File: src/rtl/ovl_dist_pkg.sv
// Shared sizing helpers for the overlapping window distributor.
// Assumes the overlap between neighbouring windows is two symbol periods.
package ovl_dist_pkg;

    // Samples by which the stream advances on each frame load.
    function automatic int frame_advance(int pkt_sym, int cores, int sps);
        return (pkt_sym - 2) * cores * sps;
    endfunction

    // Samples kept from one frame as the head of the next.
    function automatic int overlap_len(int sps);
        return 2 * sps;
    endfunction

    // Total places of the wide output register.
    function automatic int total_places(int pkt_sym, int cores, int sps);
        return ((pkt_sym - 2) * cores + 2) * sps;
    endfunction

endpackage

File: src/rtl/lane_shift.sv
// One input lane's shift register.
// Position 0 holds the oldest sample. A new sample enters at DEPTH-1.
// Assumes shift_en is asserted only for accepted beats.
module lane_shift #(
    parameter int DW    = 8,
    parameter int DEPTH = 8
) (
    input  logic                  clk,
    input  logic                  rst_n,
    input  logic                  shift_en,
    input  logic [DW-1:0]         din,
    output logic [DEPTH*DW-1:0]   taps
);

    logic [DW-1:0] stage_q [DEPTH];

    // Shift toward position 0 on each accepted beat.
    always_ff @(posedge clk) begin
        if (!rst_n) begin
            for (int d = 0; d < DEPTH; d++) stage_q[d] <= '0;
        end else if (shift_en) begin
            for (int d = 0; d < DEPTH - 1; d++) stage_q[d] <= stage_q[d+1];
            stage_q[DEPTH-1] <= din;
        end
    end

    for (genvar d = 0; d < DEPTH; d++) begin : g_tap
        assign taps[d*DW +: DW] = stage_q[d];
    end

endmodule

File: src/rtl/frame_fill_ctrl.sv
// Counts accepted beats, requests an output load one cycle after a frame
// completes, and marks the first completed frame after reset as priming.
// Assumes BEATS >= 1.
module frame_fill_ctrl #(
    parameter int BEATS = 8
) (
    input  logic clk,
    input  logic rst_n,
    input  logic in_valid,
    output logic in_ready,
    output logic shift_en,
    output logic load,
    output logic frame_valid,
    output logic win_valid_all
);

    localparam int CW = (BEATS > 1) ? $clog2(BEATS) : 1;

    logic [CW-1:0] fill_q;
    logic          ready_q;
    logic          pend_q;
    logic          primed_q;
    logic          fv_q;
    logic          wv_q;
    logic          accept;
    logic          last_beat;

    assign accept    = in_valid && ready_q;
    assign last_beat = (fill_q == CW'(BEATS - 1));

    // Fill counter, load request, priming and valid flags.
    always_ff @(posedge clk) begin
        if (!rst_n) begin
            fill_q   <= '0;
            ready_q  <= 1'b0;
            pend_q   <= 1'b0;
            primed_q <= 1'b0;
            fv_q     <= 1'b0;
            wv_q     <= 1'b0;
        end else begin
            ready_q <= 1'b1;
            if (accept) fill_q <= last_beat ? '0 : fill_q + 1'b1;
            pend_q <= accept && last_beat;
            fv_q   <= pend_q && primed_q;
            if (pend_q) primed_q <= 1'b1;
            if (pend_q && primed_q) wv_q <= 1'b1;
        end
    end

    assign in_ready      = ready_q;
    assign shift_en      = accept;
    assign load          = pend_q;
    assign frame_valid   = fv_q;
    assign win_valid_all = wv_q;

endmodule

File: src/rtl/window_reg.sv
// Wide output register. Each place has its own source multiplexer.
// The head places reload from the tail of the previous frame. The rest
// reload from a fixed lane and position of the input shift registers.
// Assumes ADV == LANES * DEPTH and ADV >= OVL.
module window_reg #(
    parameter int DW    = 8,
    parameter int LANES = 2,
    parameter int DEPTH = 8,
    parameter int ADV   = 16,
    parameter int OVL   = 4
) (
    input  logic                       clk,
    input  logic                       rst_n,
    input  logic                       load,
    input  logic [LANES*DEPTH*DW-1:0]  lane_taps,
    output logic [(ADV+OVL)*DW-1:0]    places
);

    localparam int TOTAL = ADV + OVL;

    for (genvar p = 0; p < TOTAL; p++) begin : g_place
        logic [DW-1:0] src;
        logic [DW-1:0] place_q;

        if (p < OVL) begin : g_carry
            assign src = places[(ADV + p)*DW +: DW];
        end else begin : g_fresh
            localparam int J    = p - OVL;
            localparam int LANE = J % LANES;
            localparam int POS  = J / LANES;
            assign src = lane_taps[(LANE*DEPTH + POS)*DW +: DW];
        end

        // Capture this place's source on a load.
        always_ff @(posedge clk) begin
            if (!rst_n)    place_q <= '0;
            else if (load) place_q <= src;
        end

        assign places[p*DW +: DW] = place_q;
    end

endmodule

File: src/rtl/ovl_window_distributor.sv
// Top: splits a multi-lane sample stream into overlapping per-core windows.
// Assumes the frame advance is a whole number of input beats.
module ovl_window_distributor #(
    parameter int LANES   = 2,
    parameter int SPS     = 2,
    parameter int PKT_SYM = 4,
    parameter int CORES   = 4,
    parameter int DW      = 8
) (
    input  logic                              clk,
    input  logic                              rst_n,
    input  logic                              in_valid,
    output logic                              in_ready,
    input  logic [LANES*DW-1:0]               in_data,
    output logic                              frame_valid,
    output logic [CORES-1:0]                  win_valid,
    output logic [CORES*PKT_SYM*SPS*DW-1:0]   win_data
);

    import ovl_dist_pkg::*;

    localparam int ADV   = frame_advance(PKT_SYM, CORES, SPS);
    localparam int OVL   = overlap_len(SPS);
    localparam int TOTAL = total_places(PKT_SYM, CORES, SPS);
    localparam int WIN   = PKT_SYM * SPS;
    localparam int STEP  = (PKT_SYM - 2) * SPS;
    localparam int BEATS = ADV / LANES;

    if ((ADV % LANES) != 0 || PKT_SYM < 3) begin : g_cfg_err
        $error("frame advance must be a multiple of LANES and PKT_SYM > 2");
    end

    logic                       shift_en;
    logic                       load;
    logic                       wv_all;
    logic [LANES*BEATS*DW-1:0]  lane_taps;
    logic [TOTAL*DW-1:0]        places;

    frame_fill_ctrl #(.BEATS(BEATS)) u_ctrl (
        .clk           (clk),
        .rst_n         (rst_n),
        .in_valid      (in_valid),
        .in_ready      (in_ready),
        .shift_en      (shift_en),
        .load          (load),
        .frame_valid   (frame_valid),
        .win_valid_all (wv_all)
    );

    for (genvar l = 0; l < LANES; l++) begin : g_lane
        lane_shift #(.DW(DW), .DEPTH(BEATS)) u_lane (
            .clk      (clk),
            .rst_n    (rst_n),
            .shift_en (shift_en),
            .din      (in_data[l*DW +: DW]),
            .taps     (lane_taps[l*BEATS*DW +: BEATS*DW])
        );
    end

    window_reg #(
        .DW(DW), .LANES(LANES), .DEPTH(BEATS), .ADV(ADV), .OVL(OVL)
    ) u_win (
        .clk       (clk),
        .rst_n     (rst_n),
        .load      (load),
        .lane_taps (lane_taps),
        .places    (places)
    );

    for (genvar k = 0; k < CORES; k++) begin : g_core
        assign win_data[k*WIN*DW +: WIN*DW] = places[k*STEP*DW +: WIN*DW];
        assign win_valid[k]                 = wv_all;
    end

endmodule

File: config.mk
export PLATFORM = sky130hd
export DESIGN_NAME = ovl_window_distributor
export DESIGN_NICKNAME = d
export VERILOG_FILES = /design/src/rtl/ovl_dist_pkg.sv /design/src/rtl/lane_shift.sv /design/src/rtl/frame_fill_ctrl.sv /design/src/rtl/window_reg.sv /design/src/rtl/ovl_window_distributor.sv
export SDC_FILE = /design/constraint.sdc
export NUM_CORES = 1
export LEC_CHECK = 0
export ABC_AREA = 1
export BUFFER_PORTS_ARGS = -buffer_cell sky130_fd_sc_hd__buf_2
export CORE_ASPECT_RATIO = 1.4
export CORE_MARGIN = 3
export CORE_UTILIZATION = 45
export CTS_CLUSTER_DIAMETER = 40
export DETAILED_ROUTE_END_ITERATION = 8
export PLACE_DENSITY_LB_ADDON = 0.05
export SLEW_MARGIN = 20
export SYNTH_ARGS = -nofsm -noshare
export SYNTH_HDL_FRONTEND = slang
export SYNTH_SLANG_ARGS = --single-unit
File: constraint.sdc
create_clock -name clk -period 10.49 [get_ports clk]
set_input_delay 1.049 -clock clk [delete_from_list [all_inputs] [get_ports clk]]
set_output_delay 1.049 -clock clk [all_outputs]
set_load 0.01 [all_outputs]
==> impl_metrics.toml <==
[global_routing]
antenna_found_initial = 0
grt_use_total_pct = 17.3
overflow = 0
grt_pass1_vias = 7244
grt_pass1_wl_um = 39200
grt_max_degree = 117

[die]
die_h_um = 197
die-area_um2 = 28100
row_count = 69
die_w_um = 142
initial_core_util_pct = 45.9
core_um2 = 25600
pin_count = 281

[synth]
ys_types = 17
synth_seq_area_share_pct = 61.5
synth_top_family_by_area = "simple AND/OR/NAND/NOR gates"
post_synth_instance_area_um2 = 11700
syn_area_per_cell_um2 = 9.57
synth-seq-cells = 296
synth_nets = 1246
synthMuxAreaShare_pct = 0
syn_inst = 1225
synth_fa_ha_area_share_pct = 0.213
synth_simple_gate_area_share_pct = 17.0
synth-warning-count = 0
synth_compound_area_share_pct = 6.87
synth_xor_area_share_pct = 0

[place]
port_buffers = 280
gp_congestion = 0.726
hpwl_um = 15400

[route]
drt-initial-drc-count = 440
firstDrtPassIters = 4
wl_per_cell_um = 14.5
drc = 0
vias = 7901
detail_route.vias_per_cell = 4.57
postRouteAntennaNets = 0
routed_wl_um = 25000

[timing]
skew_ns = 0.0133
drv_slew = 0
hold_violations = 0
setup_tns_ns = 0
relSlewSlack_pct = 30.9
post-route-min-period_ns = 2.65
max_freq_ghz = 0.377
holdWs_ns = 0.462
fin_crit_sh_pct = 25.3
worstMarginPinSlew_ns = 1.04
grt_setup_unrepaired = "false"
setup_violations = 0

[job]
maxCapViolations = 0

[clocking]
path_clk_slew_ns = 0.06
cts-root-buf = "clkbuf_16"
cts_tree = "done"
cts_made_buffers = 36
postCtsHoldBufs = 0
cts.sinks = 296
post-cts-setup-buffers = 0
clk_path_buf_depth = 3
cts-resized-gates = 0
insertion_delay_ns = 0.50
h-tree-depth = 2

[critical_path]
crit_start = "rst_n"
r2r-end = "u_win.g_place[12].place_q[3]$_SDFFE_PN0P_"
cp-start-kind = "input port"
r2r_cells = 5
crit_fanout = 84
rrSetupSlack_ns = 8.17
crit_path_end_kind = "flip-flop"
worst_ep_required_time_ns = 10.70
r2r-start = "u_ctrl.load$_SDFF_PN0_"
crit_type = "in -> reg"
critical_path_arrival_ns = 2.86

[hold_path]
whs_endpoint = "u_ctrl.frame_valid$_SDFF_PN0_"
hp-start = "u_ctrl.primed_q$_SDFFE_PN0P_"
min_path_type = "reg -> reg"
whs_path_depth = 2

[pwr]
ir_worst_vdd_uv = 103
power_w = 0.00253
cellPowerDensity_nw_per_um2 = 186
power.leakage_nw = 7.01

[layout]
fin_nets = 1403
final_layout_size_suffix_gt1_share_pct = 26.9
num_antenna_cells = 0
syn_to_final_growth_pct = 16.1

[status]
status = "finished, final reports clean"
-- layout make-up --
type / instances / area [µm²]
Clock buffer: 45 / 1020
Clock inverter: 19 / 171
Fill cell: 2397 / 11900
Inverter: 132 / 508
Multi-Input combinational cell: 630 / 2840
Sequential cell: 296 / 7210
Tap cell: 319 / 399
Timing Repair Buffer: 286 / 1480
-- logic make-up (layout without fill, tap and decap cells) --
| logic type | count (synthesis) | in the layout |
|---|---|---|
| simple gates | 467 | 467 |
| buf+inv | 299 | 482 |
| fa+ha+maj | 2 | 2 |
| flops | 296 | 296 |
| compound gates | 161 | 161 |
-- synth_stat cells, drive strengths merged --
library cell / instances / area share, %
clkbuf: 30 / 0.96
nor2: 422 / 16
nand3: 3 / 0.13
dfxtp: 168 / 29
ha: 2 / 0.21
o21ai: 161 / 6.9
buf: 137 / 9.2
nand2: 42 / 1.3
edfxtp: 128 / 33
inv: 132 / 4.3
-- layout by cell type (no fill, tap or decap), types with 3 or more instances in the layout --
master | Yosys | layout
clkinv_1 | 0 | 4
clkbuf_1 | 30 | 3
nand3_1 | 3 | 3
edfxtp_1 | 128 | 128
clkbuf_8 | 0 | 4
clkinv_2 | 0 | 3
inv_1 | 129 | 129
clkbuf_16 | 0 | 38
clkinv_4 | 0 | 4
nand2_1 | 42 | 41
buf_2 | 18 | 279
buf_4 | 101 | 4
clkinvlp_4 | 0 | 3
dfxtp_1 | 168 | 167
inv_6 | 0 | 4
nor2_4 | 30 | 30
nor2_1 | 391 | 391
o21ai_0 | 161 | 161
-- worst max path at each step --
stage,slack [ns],to,cells past startpoint
2_1_floorplan,5.72,g_lane[0].u_lane.stage_q[0][0]$_SDFFCE_PN0P_,4
3_3_place_gp,7.12,g_lane[0].u_lane.stage_q[3][7]$_SDFFCE_PN0P_,4
3_5_place_dp,7.10,g_lane[1].u_lane.stage_q[0][5]$_SDFFCE_PN0P_,4
4_1_cts,7.60,g_lane[1].u_lane.stage_q[5][7]$_SDFFCE_PN0P_,4
5_1_grt,7.65,g_lane[1].u_lane.stage_q[3][6]$_SDFFCE_PN0P_,6
6_report,7.84,g_lane[0].u_lane.stage_q[4][4]$_SDFFCE_PN0P_,6
-- per-stage QoR --
step | std cells | setup slack, ns | utilization [%] | instance area, µm²
2_1_floorplan | 1225 | 5.72 | - | 11700
3_3_place_gp | 1662 | 7.12 | 48.5 | 12400
3_5_place_dp | 1662 | 7.10 | 48.5 | 12400
4_1_cts | 1726 | 7.60 | 53.2 | 13600
5_1_grt | 1727 | 7.65 | 53.3 | 13600
6_report | 1727 | 7.84 | 53.3 | 13600
-- per-layer routing --
layer  track usage, %  vias to the layer above  part of all wire, %
li1                 -                     4040                    -
met1             23.2                     3608                   44
met2             29.0                      215                   49
met3             2.86                       38                  4.9
met4             4.93                        0                  2.1
met5                0                        -                    0
-- state kept, by name (all words and copies together) (netlist names) --
signal and flops:
u_ctrl.fill_q 3, u_ctrl.win_valid_all 1, u_win.g_place.src 8, u_ctrl.frame_valid 1, u_win.g_place.place_q 152, u_ctrl.primed_q 1, u_ctrl.load 1, u_ctrl.in_ready 1
g_lane.u_lane.stage_q 128
-- worst max-delay path, stage by stage --
cell and delay (ns):
buf_6 0.24, inv_4 0.16, nor2_8 0.06, inv_6 0.38, buf_4 0.77, nor2_1 0.11
-- power by group --
| group | internal [W] | switching [W] | total [W] | leakage (nW) |
|---|---|---|---|---|
| Clock | 0.000742 | 0.000476 | 0.00122 | 0.577 |
| Sequential | 0.00124 | 0.0000175 | 0.00125 | 2.72 |
| Combinational | 0.0000140 | 0.0000474 | 0.0000614 | 3.71 |
| Total | 0.00199 | 0.000541 | 0.00253 | 7.01 |
Note: power is estimated with default switching activity, not from simulation.
